**src/rtl/ris_pkg.sv**
```systemverilog
package ris_pkg;

  typedef enum logic [2:0] {
    S_IDLE,
    S_READ,
    S_CHK_RX,
    S_CLR_RX,
    S_CHK_TX,
    S_CLR_TX,
    S_MASK
  } ris_state_e;

endpackage

```
**src/rtl/ris_edge_capture.sv**
```systemverilog
module ris_edge_capture #(
  parameter int SYNC = 2
) (
  input  logic clk,
  input  logic rst,
  input  logic pin,
  input  logic consume,
  output logic pend
);
  localparam int SH_W = SYNC + 1;

  logic [SH_W-1:0] sh;
  logic rose;

  always_ff @(posedge clk) begin
    if (rst) sh <= '0;
    else     sh <= {sh[SH_W-2:0], pin};
  end

  assign rose = sh[SYNC-1] & ~sh[SYNC];

  // a new edge wins over the consume of an older one
  always_ff @(posedge clk) begin
    if (rst)          pend <= 1'b0;
    else if (rose)    pend <= 1'b1;
    else if (consume) pend <= 1'b0;
  end

  a_r9_edge_latched: assert property (@(posedge clk) disable iff (rst)
    rose |=> pend);

  a_r2_no_spurious: assert property (@(posedge clk) disable iff (rst)
    (!pend && !rose) |=> !pend);

endmodule

```
**src/rtl/ris_status_latch.sv**
```systemverilog
module ris_status_latch #(
  parameter int DW     = 40,
  parameter int RX_BIT = 14,
  parameter int TX_BIT = 7
) (
  input  logic          clk,
  input  logic          rst,
  input  logic          load,
  input  logic [DW-1:0] rdata,
  output logic          rx_hit,
  output logic          tx_hit
);
  always_ff @(posedge clk) begin
    if (rst) begin
      rx_hit <= 1'b0;
      tx_hit <= 1'b0;
    end else if (load) begin
      rx_hit <= rdata[RX_BIT];
      tx_hit <= rdata[TX_BIT];
    end
  end

  a_r7_hold_between_loads: assert property (@(posedge clk) disable iff (rst)
    !load |=> $stable(rx_hit) && $stable(tx_hit));

endmodule

```
**src/rtl/ris_svc_fsm.sv**
```systemverilog
module ris_svc_fsm
  import ris_pkg::*;
#(
  parameter int DW           = 40,
  parameter int REG_W        = 6,
  parameter int LEN_W        = 3,
  parameter int STAT_REG     = 15,
  parameter int MASK_REG     = 14,
  parameter int STAT_BYTES   = 5,
  parameter int RX_BIT       = 14,
  parameter int TX_BIT       = 7,
  parameter int RX_CLR       = 'h6F00,
  parameter int RX_CLR_BYTES = 2,
  parameter int TX_CLR       = 'hF8,
  parameter int TX_CLR_BYTES = 1,
  parameter int MASK_BYTES   = 2
) (
  input  logic             clk,
  input  logic             rst,
  input  logic             irq_pend,
  input  logic             link_busy,
  input  logic             mask_go,
  input  logic             rx_irq_en,
  input  logic             tx_irq_en,
  input  logic             rx_hit,
  input  logic             tx_hit,
  input  logic             acc_done,
  output logic             irq_take,
  output logic             stat_load,
  output logic             acc_req,
  output logic             acc_wr,
  output logic [REG_W-1:0] acc_reg,
  output logic [LEN_W-1:0] acc_len,
  output logic [DW-1:0]    acc_wdata,
  output logic             rx_evt,
  output logic             tx_evt
);
  localparam logic [DW-1:0]    RX_EN_BIT = DW'(1) << RX_BIT;
  localparam logic [DW-1:0]    TX_EN_BIT = DW'(1) << TX_BIT;
  localparam logic [REG_W-1:0] STAT_ID   = REG_W'(STAT_REG);
  localparam logic [REG_W-1:0] MASK_ID   = REG_W'(MASK_REG);

  ris_state_e    st;
  logic          mpend;
  logic [DW-1:0] mval;
  logic [DW-1:0] mval_in;

  assign mval_in   = (rx_irq_en ? RX_EN_BIT : '0) | (tx_irq_en ? TX_EN_BIT : '0);
  assign irq_take  = (st == S_IDLE) && !link_busy && irq_pend;
  assign stat_load = (st == S_READ) && acc_done;

  always_ff @(posedge clk) begin
    if (rst) begin
      st        <= S_IDLE;
      mpend     <= 1'b0;
      mval      <= '0;
      acc_req   <= 1'b0;
      acc_wr    <= 1'b0;
      acc_reg   <= '0;
      acc_len   <= '0;
      acc_wdata <= '0;
      rx_evt    <= 1'b0;
      tx_evt    <= 1'b0;
    end else begin
      rx_evt <= 1'b0;
      tx_evt <= 1'b0;
      case (st)
        S_IDLE: begin
          if (!link_busy) begin
            if (irq_pend) begin
              acc_req   <= 1'b1;
              acc_wr    <= 1'b0;
              acc_reg   <= STAT_ID;
              acc_len   <= LEN_W'(STAT_BYTES);
              acc_wdata <= '0;
              st        <= S_READ;
            end else if (mpend) begin
              acc_req   <= 1'b1;
              acc_wr    <= 1'b1;
              acc_reg   <= MASK_ID;
              acc_len   <= LEN_W'(MASK_BYTES);
              acc_wdata <= mval;
              mpend     <= 1'b0;
              st        <= S_MASK;
            end
          end
        end
        S_READ: begin
          if (acc_done) begin
            acc_req <= 1'b0;
            st      <= S_CHK_RX;
          end
        end
        S_CHK_RX: begin
          if (rx_hit) begin
            rx_evt    <= 1'b1;
            acc_req   <= 1'b1;
            acc_wr    <= 1'b1;
            acc_reg   <= STAT_ID;
            acc_len   <= LEN_W'(RX_CLR_BYTES);
            acc_wdata <= DW'(RX_CLR);
            st        <= S_CLR_RX;
          end else begin
            st <= S_CHK_TX;
          end
        end
        S_CLR_RX: begin
          if (acc_done) begin
            acc_req <= 1'b0;
            st      <= S_CHK_TX;
          end
        end
        S_CHK_TX: begin
          if (tx_hit) begin
            tx_evt    <= 1'b1;
            acc_req   <= 1'b1;
            acc_wr    <= 1'b1;
            acc_reg   <= STAT_ID;
            acc_len   <= LEN_W'(TX_CLR_BYTES);
            acc_wdata <= DW'(TX_CLR);
            st        <= S_CLR_TX;
          end else begin
            st <= S_IDLE;
          end
        end
        S_CLR_TX, S_MASK: begin
          if (acc_done) begin
            acc_req <= 1'b0;
            st      <= S_IDLE;
          end
        end
        default: st <= S_IDLE;
      endcase
      // a fresh request overrides the clear done when a write is launched
      if (mask_go) begin
        mpend <= 1'b1;
        mval  <= mval_in;
      end
    end
  end

  a_r10_hold_fields: assert property (@(posedge clk) disable iff (rst)
    (acc_req && !acc_done) |=> acc_req && $stable(acc_wr) && $stable(acc_reg)
                               && $stable(acc_len) && $stable(acc_wdata));

  a_r3_read_shape: assert property (@(posedge clk) disable iff (rst)
    (acc_req && !acc_wr) |-> acc_reg == STAT_ID && acc_len == LEN_W'(STAT_BYTES));

  a_r4_rx_clear: assert property (@(posedge clk) disable iff (rst)
    rx_evt |-> acc_req && acc_wr && acc_reg == STAT_ID
               && acc_len == LEN_W'(RX_CLR_BYTES) && acc_wdata == DW'(RX_CLR));

  a_r5_tx_clear: assert property (@(posedge clk) disable iff (rst)
    tx_evt |-> acc_req && acc_wr && acc_reg == STAT_ID
               && acc_len == LEN_W'(TX_CLR_BYTES) && acc_wdata == DW'(TX_CLR));

  a_r4_rx_single: assert property (@(posedge clk) disable iff (rst)
    rx_evt |=> !rx_evt);

  a_r5_tx_single: assert property (@(posedge clk) disable iff (rst)
    tx_evt |=> !tx_evt);

  a_r8_mask_shape: assert property (@(posedge clk) disable iff (rst)
    (acc_req && acc_reg == MASK_ID) |-> acc_wr && acc_len == LEN_W'(MASK_BYTES)
      && (acc_wdata & ~(RX_EN_BIT | TX_EN_BIT)) == '0);

  a_r9_no_start_busy: assert property (@(posedge clk) disable iff (rst)
    ($rose(acc_req) && $past(st == S_IDLE)) |-> $past(!link_busy));

endmodule

```
**src/rtl/radio_irq_sequencer.sv**
```systemverilog
module radio_irq_sequencer #(
  parameter int DW           = 40,
  parameter int REG_W        = 6,
  parameter int LEN_W        = 3,
  parameter int SYNC         = 2,
  parameter int STAT_REG     = 15,
  parameter int MASK_REG     = 14,
  parameter int STAT_BYTES   = 5,
  parameter int RX_BIT       = 14,
  parameter int TX_BIT       = 7,
  parameter int RX_CLR       = 'h6F00,
  parameter int RX_CLR_BYTES = 2,
  parameter int TX_CLR       = 'hF8,
  parameter int TX_CLR_BYTES = 1,
  parameter int MASK_BYTES   = 2
) (
  input  logic             clk,
  input  logic             rst,
  input  logic             irq_pin,
  input  logic             link_busy,
  input  logic             mask_go,
  input  logic             rx_irq_en,
  input  logic             tx_irq_en,
  output logic             acc_req,
  output logic             acc_wr,
  output logic [REG_W-1:0] acc_reg,
  output logic [LEN_W-1:0] acc_len,
  output logic [DW-1:0]    acc_wdata,
  input  logic [DW-1:0]    acc_rdata,
  input  logic             acc_done,
  output logic             rx_evt,
  output logic             tx_evt
);
  logic irq_pend, irq_take, stat_load, rx_hit, tx_hit;

  ris_edge_capture #(.SYNC(SYNC)) u_edge (
    .clk(clk), .rst(rst), .pin(irq_pin), .consume(irq_take), .pend(irq_pend)
  );

  ris_status_latch #(.DW(DW), .RX_BIT(RX_BIT), .TX_BIT(TX_BIT)) u_stat (
    .clk(clk), .rst(rst), .load(stat_load), .rdata(acc_rdata),
    .rx_hit(rx_hit), .tx_hit(tx_hit)
  );

  ris_svc_fsm #(
    .DW(DW), .REG_W(REG_W), .LEN_W(LEN_W), .STAT_REG(STAT_REG),
    .MASK_REG(MASK_REG), .STAT_BYTES(STAT_BYTES), .RX_BIT(RX_BIT),
    .TX_BIT(TX_BIT), .RX_CLR(RX_CLR), .RX_CLR_BYTES(RX_CLR_BYTES),
    .TX_CLR(TX_CLR), .TX_CLR_BYTES(TX_CLR_BYTES), .MASK_BYTES(MASK_BYTES)
  ) u_fsm (
    .clk(clk), .rst(rst), .irq_pend(irq_pend), .link_busy(link_busy),
    .mask_go(mask_go), .rx_irq_en(rx_irq_en), .tx_irq_en(tx_irq_en),
    .rx_hit(rx_hit), .tx_hit(tx_hit), .acc_done(acc_done),
    .irq_take(irq_take), .stat_load(stat_load),
    .acc_req(acc_req), .acc_wr(acc_wr), .acc_reg(acc_reg), .acc_len(acc_len),
    .acc_wdata(acc_wdata), .rx_evt(rx_evt), .tx_evt(tx_evt)
  );

  a_r1_quiet_after_reset: assert property (@(posedge clk)
    $fell(rst) |-> !acc_req && !rx_evt && !tx_evt);

endmodule

```
**config.mk**
```make
export PLATFORM = sky130hd
export DESIGN_NAME = radio_irq_sequencer
export DESIGN_NICKNAME = d
export VERILOG_FILES = /design/src/rtl/ris_pkg.sv /design/src/rtl/ris_edge_capture.sv /design/src/rtl/ris_status_latch.sv /design/src/rtl/ris_svc_fsm.sv /design/src/rtl/radio_irq_sequencer.sv
export SDC_FILE = /design/constraint.sdc
export NUM_CORES = 1
export LEC_CHECK = 0
export CAP_MARGIN = 0
export CORE_ASPECT_RATIO = 1.2
export CORE_MARGIN = 1.5
export CORE_UTILIZATION = 56
export CTS_CLUSTER_SIZE = 28
export DETAILED_ROUTE_END_ITERATION = 12
export DONT_BUFFER_PORTS = 1
export PLACE_DENSITY = 0.74
export SKIP_CTS_REPAIR_TIMING = 1
export SYNTH_ARGS = -nofsm -noshare
export SYNTH_HDL_FRONTEND = slang
export SYNTH_SLANG_ARGS = --single-unit
```
**constraint.sdc**
```tcl
create_clock -name clk -period 1.26 [get_ports clk]
set_input_delay 0.378 -clock clk [delete_from_list [all_inputs] [get_ports clk]]
set_output_delay 0.378 -clock clk [all_outputs]
set_load 0.005 [all_outputs]
```
Word-level counts from Yosys, hierarchy flattened
Cells that the tools add are included.
{ "word_totals": {"ff_bits": 103, "input_bits": 48, "output_inout_bits": 53, "word_cells": 99} }
{ "classes": {"n_eq_ne": 16, "mux": 47, "n_bitwise": 5, "n_reduce_logical": 17} }
{ "ops": {"columns": ["cell", "count"], "rows": [
  ["40-bit two-way mux", 5],
  ["40-bit one-hot mux with 3 select lines", 1],
  ["40-bit OR", 1],
  ["3-bit two-way mux", 13],
  ["6-bit two-way mux", 5],
  ["3-bit one-hot mux with 6 select lines", 1],
  ["6-bit one-hot mux with 3 select lines", 1],
  ["1-bit two-way mux", 16],
  ["15-bit two-way mux", 1],
  ["2-bit != test, second input constant", 7],
  ["5-bit AND reduction", 2],
  ["3-bit == test, second input constant", 3],
  ["3-bit one-hot mux with 3 select lines", 1],
  ["8-bit two-way mux", 1],
  ["3-bit by 2-bit == test with 1-bit output, second input constant", 2],
  ["6-bit AND reduction", 1],
  ["2-bit OR reduction", 3],
  ["2-bit by 1-bit != test with 1-bit output, second input constant", 2],
  ["1-bit one-hot mux with 4 select lines", 1],
  ["2-bit nonzero test", 2],
  ["4-bit nonzero test", 1],
  ["4-bit OR reduction", 1],
  ["3-bit by 1-bit == test with 1-bit output, second input constant", 1],
  ["1-bit logical AND", 3],
  ["8 further kinds", 10]
]} }

Logic depth before layout (Yosys ltp)
{ "depth": {"depth_word": 5, "ltp_mapped": 6, "mapped_depth_nobuf": 4} }

By module
From an unflattened synthesis, not the netlist that was laid out.
{ "unflattened": {"cells_unflattened": 165, "area_unflattened_um2": 1453.9} }
{ "by_module_without_submodules": {"columns": ["mod", "instances", "cells_per_inst", "area_per_inst_um2", "seq_area_each_um2"], "rows": [
  ["ris_svc_fsm", 1, 149, 1256.2, 380.4],
  ["ris_edge_capture", 1, 10, 130.1, 80.1],
  ["ris_status_latch", 1, 6, 67.6, 40.0]
]} }

Least setup slack after synthesis
OpenSTA, ideal clock, no wires.
{ "synth_path": {"path_kind": "register to register", "from": "reg u_fsm.st[2]", "to": "reg u_fsm.acc_reg[0]", "setup_ns": 0.135, "t_arrival_ns": 1.259, "t_required_ns": 1.125, "slack_ns": -0.134, "path_stages_with_launch": 6, "path_buffers": 1, "synth_period_minus_slack_ns": 1.394, "cell_sequence": "dfxtp_1 -> buf_6 -> or3_4 -> o21a_1 -> a21oi_1 -> a211oi_1"} }
{ "synth_via": {"elab_chain_len": 3, "elab_cells_between_ends": 10, "cone_classes": "eq/ne (6); mux (1); reduce/logical (3)"} }
{ "synth_rtl": {"columns": ["element", "line", "source"], "rows": [
  ["from (decl)", "ris_svc_fsm.sv:43", "ris_state_e st;"],
  ["from (signal assigned)", "ris_svc_fsm.sv:54", "st <= S_IDLE;"],
  ["from (signal assigned)", "ris_svc_fsm.sv:76", "st <= S_READ;"],
  ["from (signal assigned)", "ris_svc_fsm.sv:84", "st <= S_MASK;"],
  ["3-bit by 2-bit == test with 1-bit output (tied with other cells)", "ris_svc_fsm.sv:67", "case (st)"],
  ["2-bit != test (no source line) (tied with other cells)", null, null],
  ["5-bit AND reduction (no source line)", null, null],
  ["to (signal assigned)", "ris_svc_fsm.sv:59", "acc_reg <= '0;"],
  ["to (signal assigned)", "ris_svc_fsm.sv:73", "acc_reg <= STAT_ID;"],
  ["to (signal assigned)", "ris_svc_fsm.sv:80", "acc_reg <= MASK_ID;"],
  ["to (decl)", "ris_svc_fsm.sv:32", "output logic [REG_W-1:0] acc_reg,"]
]} }
Parallel ways exist; a longest one is shown, timed or not.
A chain may end at the register's enable or synchronous reset.

Worst setup path after layout
{ "layout_path": {"from": "reg u_fsm.st[1]", "to": "reg u_fsm.acc_len[1]"} }
{ "layout_via": {"elab_chain_len": 3, "elab_cells_between_ends": 10, "cone_classes": "eq/ne (6); mux (1); reduce/logical (3)"} }
{ "layout_rtl": {"columns": ["element", "line", "source"], "rows": [
  ["3-bit by 2-bit == test with 1-bit output (tied with other cells)", "ris_svc_fsm.sv:67", null],
  ["2-bit != test (no source line) (tied with other cells)", null, null],
  ["5-bit AND reduction (no source line)", null, null],
  ["to (signal assigned)", "ris_svc_fsm.sv:74", "acc_len <= LEN_W'(STAT_BYTES);"],
  ["to (signal assigned)", "ris_svc_fsm.sv:81", "acc_len <= LEN_W'(MASK_BYTES);"],
  ["to (signal assigned)", "ris_svc_fsm.sv:100", "acc_len <= LEN_W'(RX_CLR_BYTES);"],
  ["to (decl)", "ris_svc_fsm.sv:33", "output logic [LEN_W-1:0] acc_len,"]
]} }
Parallel ways exist; a longest one is shown, timed or not.

==> key figures <==
Status
  – Status: finished with violations
  – Failing checks: negative setup slack

STA
  – Final hold vios: 0
  – Min cycle time layout: 1460 ps
  – Hold WS: approximately 120 ps
  – Final setup violation count: 16
  – Setup ws final: -198 ps
  – Setup Skew: 3.82 ps
  – Final Slew Violations: 0
  – RSZ-0062 raised after global routing: true
  – Final period util: 116%
  – Setup TNS: -1860 ps
  – Achievable Freq: 686 MHz

Synthesis
  – Register area share after synthesis: 34.1%
  – EDFF count, synth: 0
  – Post-synthesis cell count: 167
  – Synth unique cells: 43
  – Yosys top cell area share: 34.1%
  – Async set-reset flop share out of synthesis: 0%
  – Syn Std Cell Area: 1470 sq um
  – Avg Cell Area, Syn: a little under 9 sq um
  – Synth warnings: 0
  – Synth Flop Type: dfxtp_1
  – Synthesis-stage register bit count: 25
  – Largest cells by area after synthesis: dfxtp_1, buf_4, a21oi_1
  – Post-synth top area cell: dfxtp_1

Clock tree
  – Clock slew at reported path FFs: between 100 and 150 ps
  – CTS buffer count: 3
  – Clock insertion delay at the later pin of the skew report: 310 ps
  – CTS sink cnt: 25
  – CTS tree: done
  – CTS Buffer Depth: 2
  – CTS H-tree depth: 1
  – Clock root buffer: clkbuf_4

GRT
  – Initial antenna violation count: 0
  – GR Util All Layers: 19.4%
  – GRT Residual Overflow: 0
  – Largest net degree at the start of global routing: 23
  – Vias in the first global route: 1,035
  – Global-route wire length before repair: ~4.4 mm

Placement
  – Placed instance count: 200
  – PortBufs: 0
  – GP Congestion: 0.859
  – DP HPWL: 2.04 mm
  – Post-placement cell area: 1410 sq um

Routing
  – Final WL: 2.95 mm
  – Total number of vias: 1,057
  – DR pass1 iterations: 4
  – DRT antenna net count: 0
  – Initial drt markers: 35
  – Routed vias/inst: 5.16
  – Drt wl/cell: 14.4 microns
  – Drt drc: 0

Final layout
  – Layout cells sized above 1: 26.2%
  – # fillers: ~230
  – Post-route cell area: 1550 sq um
  – Layout area overhead: 5.97%
  – Max FFs per register: 4
  – Final nets: approximately 220
  – Commonest non-fill, non-tap cell in the layout: conb_1
  – Largest register by flop count: u_fsm.acc_wdata
  – Area taken by multi-input logic gates: 788 sq um
  – Antenna fix cells: 0
  – Layout Cells excl Fill: between 200 and 250
  – Seq. cell area: 512 sq um
  – Most frequent cells in the layout: conb_1, dfxtp_1, buf_4

Worst setup path
  – Slowest stage delay, CP: 430 ps
  – Critical path class: register to register
  – Maximum net fanout on the critical path: 7
  – Crit path DAT: 1680 ps
  – Critical path cell sequence: or3_4, o21ai_4, nor2_2, o211a_1
  – Worst EP required: 1480 ps
  – Slowest stage cell on the critical path: or3_4
  – R2R setup slack: -200 ps
  – CP Launch Type: register
  – Crit. End Element: register

Pwr
  – Lkg Pwr: 0.000643 uW
  – Pwr/cell area: approximately 2300 nW/um^2
  – Worst vdd ir: 1.29 mV
  – Total power: roughly 3600 uW

Die
  – Die X: 49.7 microns
  – Row count: 20
  – Chip height: 59.1 microns
  – Initial core utilization: 58.6%
  – Ports: around 100
  – DIE AREA: 2940 sq um
  – Core region area: 2500 sq um

Hold path
  – Hold WC Path Type: input pin to register

Run
  – Max-cap violation count: 0
[cell type report]
class | count | area share, %
multi-input combinational | 119 | 50.7
clock buffer | 4 | 1.69
timing repair buffer | 18 | 10.5
inverter | 6 | 1.45
tap | 33 | 2.66
sequential | 25 | 32.9
[cell usage after synthesis, drive strengths merged, types with 2 or more instances]
cell and n:
mux2i 3, nor2 12, nand2 6, a21oi 12
o21a 2, inv 6, dfxtp 25, o41ai 2
nand3 2, a211oi 2, xnor2 3, o2111ai 2
a31o 4, buf 47, o21ai 9, nor2b 6
nor3 2, nand2b 5
[final timing paths]
kind,from,end,cells past startpoint
setup / recovery,u_fsm.st[1],u_fsm.acc_len[1],4
hold / removal,rst,u_fsm.st[1],1
setup reg to reg,u_fsm.st[1],u_fsm.acc_len[1],4
hold reg to reg,u_edge.sh[0],u_edge.sh[1],1
[per-layer routing]
| metal | up-vias | wire, microns | GRT usage, % |
|---|---|---|---|
| met3 | 6 | 140 | 4.29 |
| li1 | 512 | - | - |
| met2 | 35 | 1630 | 34.7 |
| met1 | 504 | 1130 | 19.8 |
| met5 | - | 0 | 0 |
| met4 | 0 | 56 | 14.3 |
[through the flow]
stage / setup WS [ps] / utilization [%]
global route: -235 / 62.1
floorplan: -42.4 / -
CTS: -259 / 57.6
finish: -198 / 62.1
detailed placement: -201 / 56.5
global placement: -174 / 56.5
[worst max-delay path, delay by kind of cell, from the launching register on]
kind             cells  cell delay, ps
AO/OA/AOI/OAI        2             450
AND/OR/NAND/NOR      2             530
flip-flops           1             400
[power by group]
group	switching (uW)	internal [uW]	leakage, uW
registers	218	977	0.000207
clock network	223	124	0.0000150
logic	1040	979	0.000421
total	1480	2080	0.000643
[kinds of logic after synthesis]
kind of cell           Yosys count  share of synthesized area (%)
AO/OA/AOI/OAI                   40                           19.8
XOR/XNOR                         3                           1.79
buffers and inverters           53                           25.0
flip-flops                      25                           34.1
multiplexers                     3                           2.05
other                            1                          0.256
AND/OR/NAND/NOR                 42                           17.0
No activity file was read; power rests on OpenSTA's default activity.
